File: src/rtl/uirq_pkg.sv
package uirq_pkg;
    localparam int NSRC      = 4;
    localparam int IDX_RX    = 0;
    localparam int IDX_THRE  = 1;
    localparam int IDX_LINE  = 2;
    localparam int IDX_MODEM = 3;
    localparam int ID_W      = 3;

    typedef enum logic [ID_W-1:0] {
        ID_MODEM = 3'b000,
        ID_THRE  = 3'b001,
        ID_RX    = 3'b010,
        ID_LINE  = 3'b011
    } irq_id_e;

    typedef struct packed {
        logic [NSRC-1:0] ier;
        logic            thr_prev;
    } ctl_t;
endpackage

File: src/rtl/uirq_flag.sv
module uirq_flag (
    input  logic clk,
    input  logic rst_n,
    input  logic set_i,
    input  logic clr_i,
    output logic pend_o
);
    logic pend_d, pend_q;

    always_comb begin
        pend_d = pend_q;
        if (clr_i) pend_d = 1'b0;
        if (set_i) pend_d = 1'b1;   // a new event beats its own clear
    end

    always_ff @(posedge clk or negedge rst_n) begin
        if (!rst_n) pend_q <= 1'b0;
        else        pend_q <= pend_d;
    end

    assign pend_o = pend_q;
endmodule

File: src/rtl/uirq_prio.sv
module uirq_prio
    import uirq_pkg::*;
(
    input  logic [NSRC-1:0] act_i,
    output irq_id_e         id_o,
    output logic            any_o
);
    always_comb begin
        any_o = |act_i;
        if (act_i[IDX_LINE])      id_o = ID_LINE;
        else if (act_i[IDX_RX])   id_o = ID_RX;
        else if (act_i[IDX_THRE]) id_o = ID_THRE;
        else                      id_o = ID_MODEM;
    end
endmodule

File: src/rtl/uirq_ident.sv
module uirq_ident
    import uirq_pkg::*;
#(
    parameter int DW = 8
) (
    input  logic          clk,
    input  logic          rst_n,
    input  logic          ier_wr,
    input  logic [DW-1:0] ier_wdata,
    input  logic          iir_rd,
    input  logic          lsr_rd,
    input  logic          rbr_rd,
    input  logic          thr_wr,
    input  logic          msr_rd,
    input  logic          out2,
    input  logic          line_err_ev,
    input  logic          rx_ready_ev,
    input  logic          thr_empty,
    input  logic          modem_chg_ev,
    output logic [DW-1:0] ier_rdata,
    output logic [DW-1:0] iir_rdata,
    output logic          irq,
    output logic          irq_oe
);
    localparam int PAD_IER = DW - NSRC;
    localparam int PAD_IIR = DW - ID_W - 1;

    ctl_t            ctl_d, ctl_q;
    logic [NSRC-1:0] set_v, clr_v, pend_v, act_v;
    irq_id_e         id;
    logic            any;

    always_comb begin
        ctl_d          = ctl_q;
        ctl_d.thr_prev = thr_empty;
        if (ier_wr) ctl_d.ier = ier_wdata[NSRC-1:0];

        set_v[IDX_LINE]  = line_err_ev;
        set_v[IDX_RX]    = rx_ready_ev;
        set_v[IDX_MODEM] = modem_chg_ev;
        set_v[IDX_THRE]  = (thr_empty & ~ctl_q.thr_prev)
                         | (ier_wr & ier_wdata[IDX_THRE] & ~ctl_q.ier[IDX_THRE] & thr_empty);

        clr_v[IDX_LINE]  = lsr_rd;
        clr_v[IDX_RX]    = rbr_rd;
        clr_v[IDX_MODEM] = msr_rd;
        clr_v[IDX_THRE]  = thr_wr | (iir_rd & any & (id == ID_THRE));
    end

    always_ff @(posedge clk or negedge rst_n) begin
        if (!rst_n) begin
            ctl_q.ier      <= '0;
            ctl_q.thr_prev <= 1'b1;
        end else begin
            ctl_q <= ctl_d;
        end
    end

    for (genvar g = 0; g < NSRC; g++) begin : g_src
        uirq_flag u_flag (
            .clk    (clk),
            .rst_n  (rst_n),
            .set_i  (set_v[g]),
            .clr_i  (clr_v[g]),
            .pend_o (pend_v[g])
        );
    end

    assign act_v = pend_v & ctl_q.ier;

    uirq_prio u_prio (
        .act_i (act_v),
        .id_o  (id),
        .any_o (any)
    );

    assign ier_rdata = {{PAD_IER{1'b0}}, ctl_q.ier};
    assign iir_rdata = {{PAD_IIR{1'b0}}, id, ~any};
    assign irq_oe    = out2;
    assign irq       = out2 & any;
endmodule

File: config.mk
export PLATFORM = sky130hd
export DESIGN_NAME = uirq_ident
export DESIGN_NICKNAME = d
export VERILOG_FILES = /design/src/rtl/uirq_pkg.sv /design/src/rtl/uirq_flag.sv /design/src/rtl/uirq_prio.sv /design/src/rtl/uirq_ident.sv
export SDC_FILE = /design/constraint.sdc
export NUM_CORES = 1
export LEC_CHECK = 0
export ABC_CLOCK_PERIOD_IN_PS = 1200
export BUFFER_PORTS_ARGS = -buffer_cell sky130_fd_sc_hd__buf_2
export CORE_MARGIN = 2
export CORE_UTILIZATION = 25
export DETAILED_ROUTE_END_ITERATION = 8
export PLACE_DENSITY_LB_ADDON = 0.3
export SLEW_MARGIN = 20
export SYNTH_ARGS = -nofsm -noshare
export SYNTH_HDL_FRONTEND = slang
export SYNTH_SLANG_ARGS = --single-unit
File: constraint.sdc
create_clock -name clk -period 1.2 [get_ports clk]
set_input_delay 0.18 -clock clk [delete_from_list [all_inputs] [get_ports clk]]
set_output_delay 0.18 -clock clk [all_outputs]
set_load 0.005 [all_outputs]
* Word-level counts from Yosys, hierarchy flattened
Index checks and enable logic that the tools add are counted.
** Operators by class
- Equal/unequal tests :: 1
- Muxes and demuxes :: 11
- Bitwise gates (word level) :: 13
- Reductions and logical operators :: 5
** Operator list (count)
- $mux 1 :: 9
- $reduce_bool 2->1 :: 4
- $and 1x1->1 :: 7
- $mux 3 :: 2
- $and 4x4->4 :: 1
- $reduce_or 4->1 :: 1
- $eq 3x1->1 const B :: 1
- $not 1->1 :: 3
- $or 1x1->1 :: 2
** Word-level totals
- Register bits :: 9
- Bits of input ports :: 21
- Output and inout port bits :: 18
- Word-level logic and storage cells :: 36

* Logic depth before layout (Yosys ltp)
- Word-level depth :: 9
- Gate-level depth with buffers :: 3

* By module
A second synthesis with hierarchy kept.
** Unflattened totals
- Cell total of the unflattened synthesis :: 51
- Area total of the unflattened synthesis :: 519.2 um2
** By module, submodules not included
- uirq_ident :: instances 1, cells an instance 33, area each 339.1 um2, seq. area each 126.4 um2
- uirq_flag :: instances 4, cells an instance 3, area each 36.3 um2, seq. area each 25.0 um2
- uirq_prio :: instances 1, cells an instance 6, area each 35.0 um2, seq. area each 0.0 um2

* Worst setup path after synthesis
Ideal clock, no wire load.
- Kind :: reg-to-output
- Start :: reg g_src[0].u_flag.pend_q
- End :: out irq
- Data arrival time :: 0.938 ns
- Required time :: 1.020 ns
- Setup slack :: 0.082 ns
- Stages on the path, launching flop included :: 4
- Cell sequence :: dfrtp_1 a22o_4 a221oi_4 nor2b_2
** Between the ends
- Cells in the longest elaborated chain, start to end :: 3
** RTL lines
- from (decl) :: RTL line uirq_flag.sv:8 : logic pend_d, pend_q;
- from (signal assigned) :: RTL line uirq_flag.sv:18 : else pend_q <= pend_d;
- $and 4x4->4 :: RTL line uirq_ident.sv:69 : assign act_v = pend_v & ctl_q.ier;
- $reduce_or 4->1 :: RTL line uirq_prio.sv:9 : any_o = |act_i;
- $and 1x1->1 :: RTL line uirq_ident.sv:80 : assign irq = out2 & any;
- to (decl) :: RTL line uirq_ident.sv:22 : output logic irq,
No other way between the ends.

* Worst setup path in the final report
- Start :: reg ctl_q, in the netlist ier_rdata[0]
- End :: out irq
** Between the ends
- Cells in the longest elaborated chain, start to end :: 3
** RTL lines
- from (decl) :: RTL line uirq_ident.sv:28 : ctl_t ctl_d, ctl_q;
- from (signal assigned) :: RTL line uirq_ident.sv:55 : ctl_q <= ctl_d;
- $and 4x4->4 :: RTL line uirq_ident.sv:69
- $reduce_or 4->1 :: RTL line uirq_prio.sv:9
- $and 1x1->1 :: RTL line uirq_ident.sv:80
No other way between the ends.

==> metrics.md <==
| Metric | Value |
|---|---|
| Post-synth top area cell | `dfrtp_1` |
| Post-synthesis sequential area ratio | `44.4%` |
| Die X-Extent | `49.2 um` |
| Initial core utilization | `a little over a quarter` |
| Clock power share | `roughly 29%` |
| Combinational power share | `25.5%` |
| Pwr dens | `~1100 mW/mm^2` |
| Switch Pwr | `0.208 mW` |
| Final hold violations | `0` |
| Total Power | `0.789 mW` |
| Setup violations, final | `4` |
| Final wirelength | `1000 um` |
| Gr usage total | `9.00%` |
| Vias | `~390` |
| Main synth FF type | `dfrtp_1` |
| CP Launch Type | `flip-flop` |
| Setup TNS | `-0.980 ns` |
| Synth top area cells | `dfrtp_1, buf_4, mux2_2` |
| Pre-CTS setup slack | `-0.0110 ns` |
| Die Y | `49.2 um` |
| Tightest Hold Check Type | `input port to flip-flop` |
| DR pass1 iterations | `2` |
| Status | `finished with violations` |
| Grt met3 use | `3.68%` |
| I/O pin count | `39` |
| Count leader, synth | `buf_4` |
| YS warnings | `0` |
| Final worst path period share | `123%` |
| Fmax | `678 MHz` |
| Final WS setup | `-0.276 ns` |
| Post-detailed-route DRC marker count | `0` |
| Final Core Density | `between 30% and 40%` |
| Post-synthesis instance total | `46` |
| ANT nets after route | `0` |
| Root buffer cell | `clkbuf_4` |
| DRT iter0 DRCs | `4` |
| Clock latency on the worst-skew pair | `0.25 ns` |
| RSZ-0062 raised after global routing | `true` |
| Post-synth EDFFs | `0` |
| Crit. End Element | `output pin` |
| Worst vdd ir | `0.697 mV` |
| Layout area overhead | `39.7%` |
| Failing checks | `setup timing` |
| GRT busiest layer | `met2` |
| Synth cell count leaders | `buf_4, dfrtp_1, inv_1` |
| Clk pin slew, worst setup/hold paths | `around 0.06 ns` |
| Int Pwr | `0.581 mW` |
| Clk_skew | `0.00258 ns` |
| P_leak | `0.372 nW` |
| Initial antenna violation count | `0` |
| Post-Syn Area | `510 um^2` |
| Net Sw Frac | `26.3%` |
| Max H-tree Level | `1` |
| Vias per inst | `around 3.7` |
| Inserted Clock Buffers | `3` |
| First-pass GRT wire length | `approximately 1600 um` |
| Hold WS | `0.0404 ns` |
| Minimum clock period after layout | `1.48 ns` |
| Post-synth cell types | `18` |
| Die area | `0.00242 mm^2` |
| Flops & latches, synth | `9` |
| Placer Congestion | `0.709` |
| Met2 Resource Use GR | `14.0%` |
| Antenna cells | `0` |
| Row count | `16` |
| CTS Buffer Depth | `2` |
| Vias in the first global route | `377` |
| Asr flop ratio synth | `between 90% and 100%` |
| Syn Area/Cell | `11.1 um^2` |
| Largest net degree at the start of global routing | `10` |
| TritonCTS clock tree | `done` |
| Layout cells sized above 1 | `59.7%` |
| Max-cap violations | `0` |
| Core area | `between 0.0015 and 0.002 mm^2` |
| Worst EP arrival | `1.30 ns` |
| Max-slew violation count | `0` |
| Kind of critical path | `flip-flop to output pin` |
| IO Port Bufs | `25` |
| Routed wire per std cell | `9.62 um` |
| Nets | `99` |
| Clk sinks | `9` |
| M1 GR Usage | `a little over a tenth` |
| Sequential Power Share | `45.4%` |
| Critical Path RT | `1.02 ns` |
| Congestion Overflow GR | `0` |
| CP max FO | `2` |
| Yosys top cell area share | `approximately 40%` |
==> sequential cells by signal, indices dropped and copies added (netlist names) <==
name,flops
g_src.u_flag.pend_o,4
ctl_q,1
ier_rdata,4
==> power by group through the flow <==
| stage | sequential [mW] | clock, mW | combinational (mW) |
|---|---|---|---|
| global placement | 0.363 | 0 | 0.168 |
| finish | 0.358 | 0.230 | 0.201 |
| floorplan | 0.361 | 0 | 0.114 |
| detailed placement | 0.365 | 0 | 0.170 |
| CTS | 0.359 | 0.242 | 0.183 |
| global route | 0.362 | 0.254 | 0.226 |
==> through the flow <==
step | instances | instance area (um^2)
finish | 104 | 713
CTS | 103 | 679
global placement | 97 | 632
floorplan | 54 | 541
detailed placement | 97 | 632
global route | 104 | 713
==> cell usage in the layout, fill, tap and decap left out <==
cell type       n
a21o_1          2
a21o_2          1
a221oi_4        1
a22o_4          1
a32o_1          1
buf_2          24
buf_4           5
buf_6           3
clkbuf_1        1
clkbuf_4        3
conb_1          9
dfrtp_1         8
dfstp_2         1
dlygate4sd3_1   1
inv_1           4
mux2_2          3
nand2_1         2
nand2_2         1
nand2b_1        1
nor2_4          1
nor2b_2         1
o21ai_0         1
o21ai_1         1
o2bb2ai_2       1
==> critical path, stage by stage, from the launching register on <==
cell      delay (ns)
dfrtp_1         0.39
a22o_4          0.27
a221oi_4        0.20
nor2b_2         0.06
buf_2           0.12
==> metal layers <==
| layer | vias to the layer above | wire length [um] |
|---|---|---|
| met5 | - | 0 |
| met4 | 0 | 0 |
| met3 | 0 | 79 |
| met2 | 19 | 522 |
| met1 | 173 | 398 |
| li1 | 193 | - |
==> final timing paths <==
kind	from	endpoint	slack [ns]	depth (start not counted)
min reg2reg	g_src[3].u_flag.pend_o	g_src[3].u_flag.pend_o	0.54	1
max in group asynchronous	rst_n	ctl_q[0]	0.64	2
max	ier_rdata[0]	irq	-0.28	4
min	thr_empty	ctl_q[0]	0.04	1
max reg2reg	ier_rdata[0]	g_src[1].u_flag.pend_o	0.05	5
min in group asynchronous	rst_n	g_src[0].u_flag.pend_o	0.31	2
==> cells by family after synthesis <==
| kind of cell | count (synthesis) | synth area share (%) |
|---|---|---|
| buffers and inverters | 18 | 23.5 |
| and+or+nand+nor | 6 | 5.88 |
| other | 1 | 0.735 |
| AOI/OAI and AO/OA | 9 | 18.9 |
| muxes | 3 | 6.62 |
| DFF | 9 | 44.4 |
==> area by class of cell <==
class	instances	area (um^2)
fillers	217	1230
flip-flops and latches	9	226
multi-input cells	27	210
repair buffers	33	201
well taps	27	33.8
clock buffers	4	26.3
inverters	4	15.0
==> repair_timing <==
item                       in CTS  in global routing
hold buffers                    1                  0
hold endpoints to repair        9                  0
buffers inserted                1                  3
gates resized for setup         1                  7
setup endpoints to repair       4                  5
pin swaps                       1                  3
(Power assumes the default switching activity.)
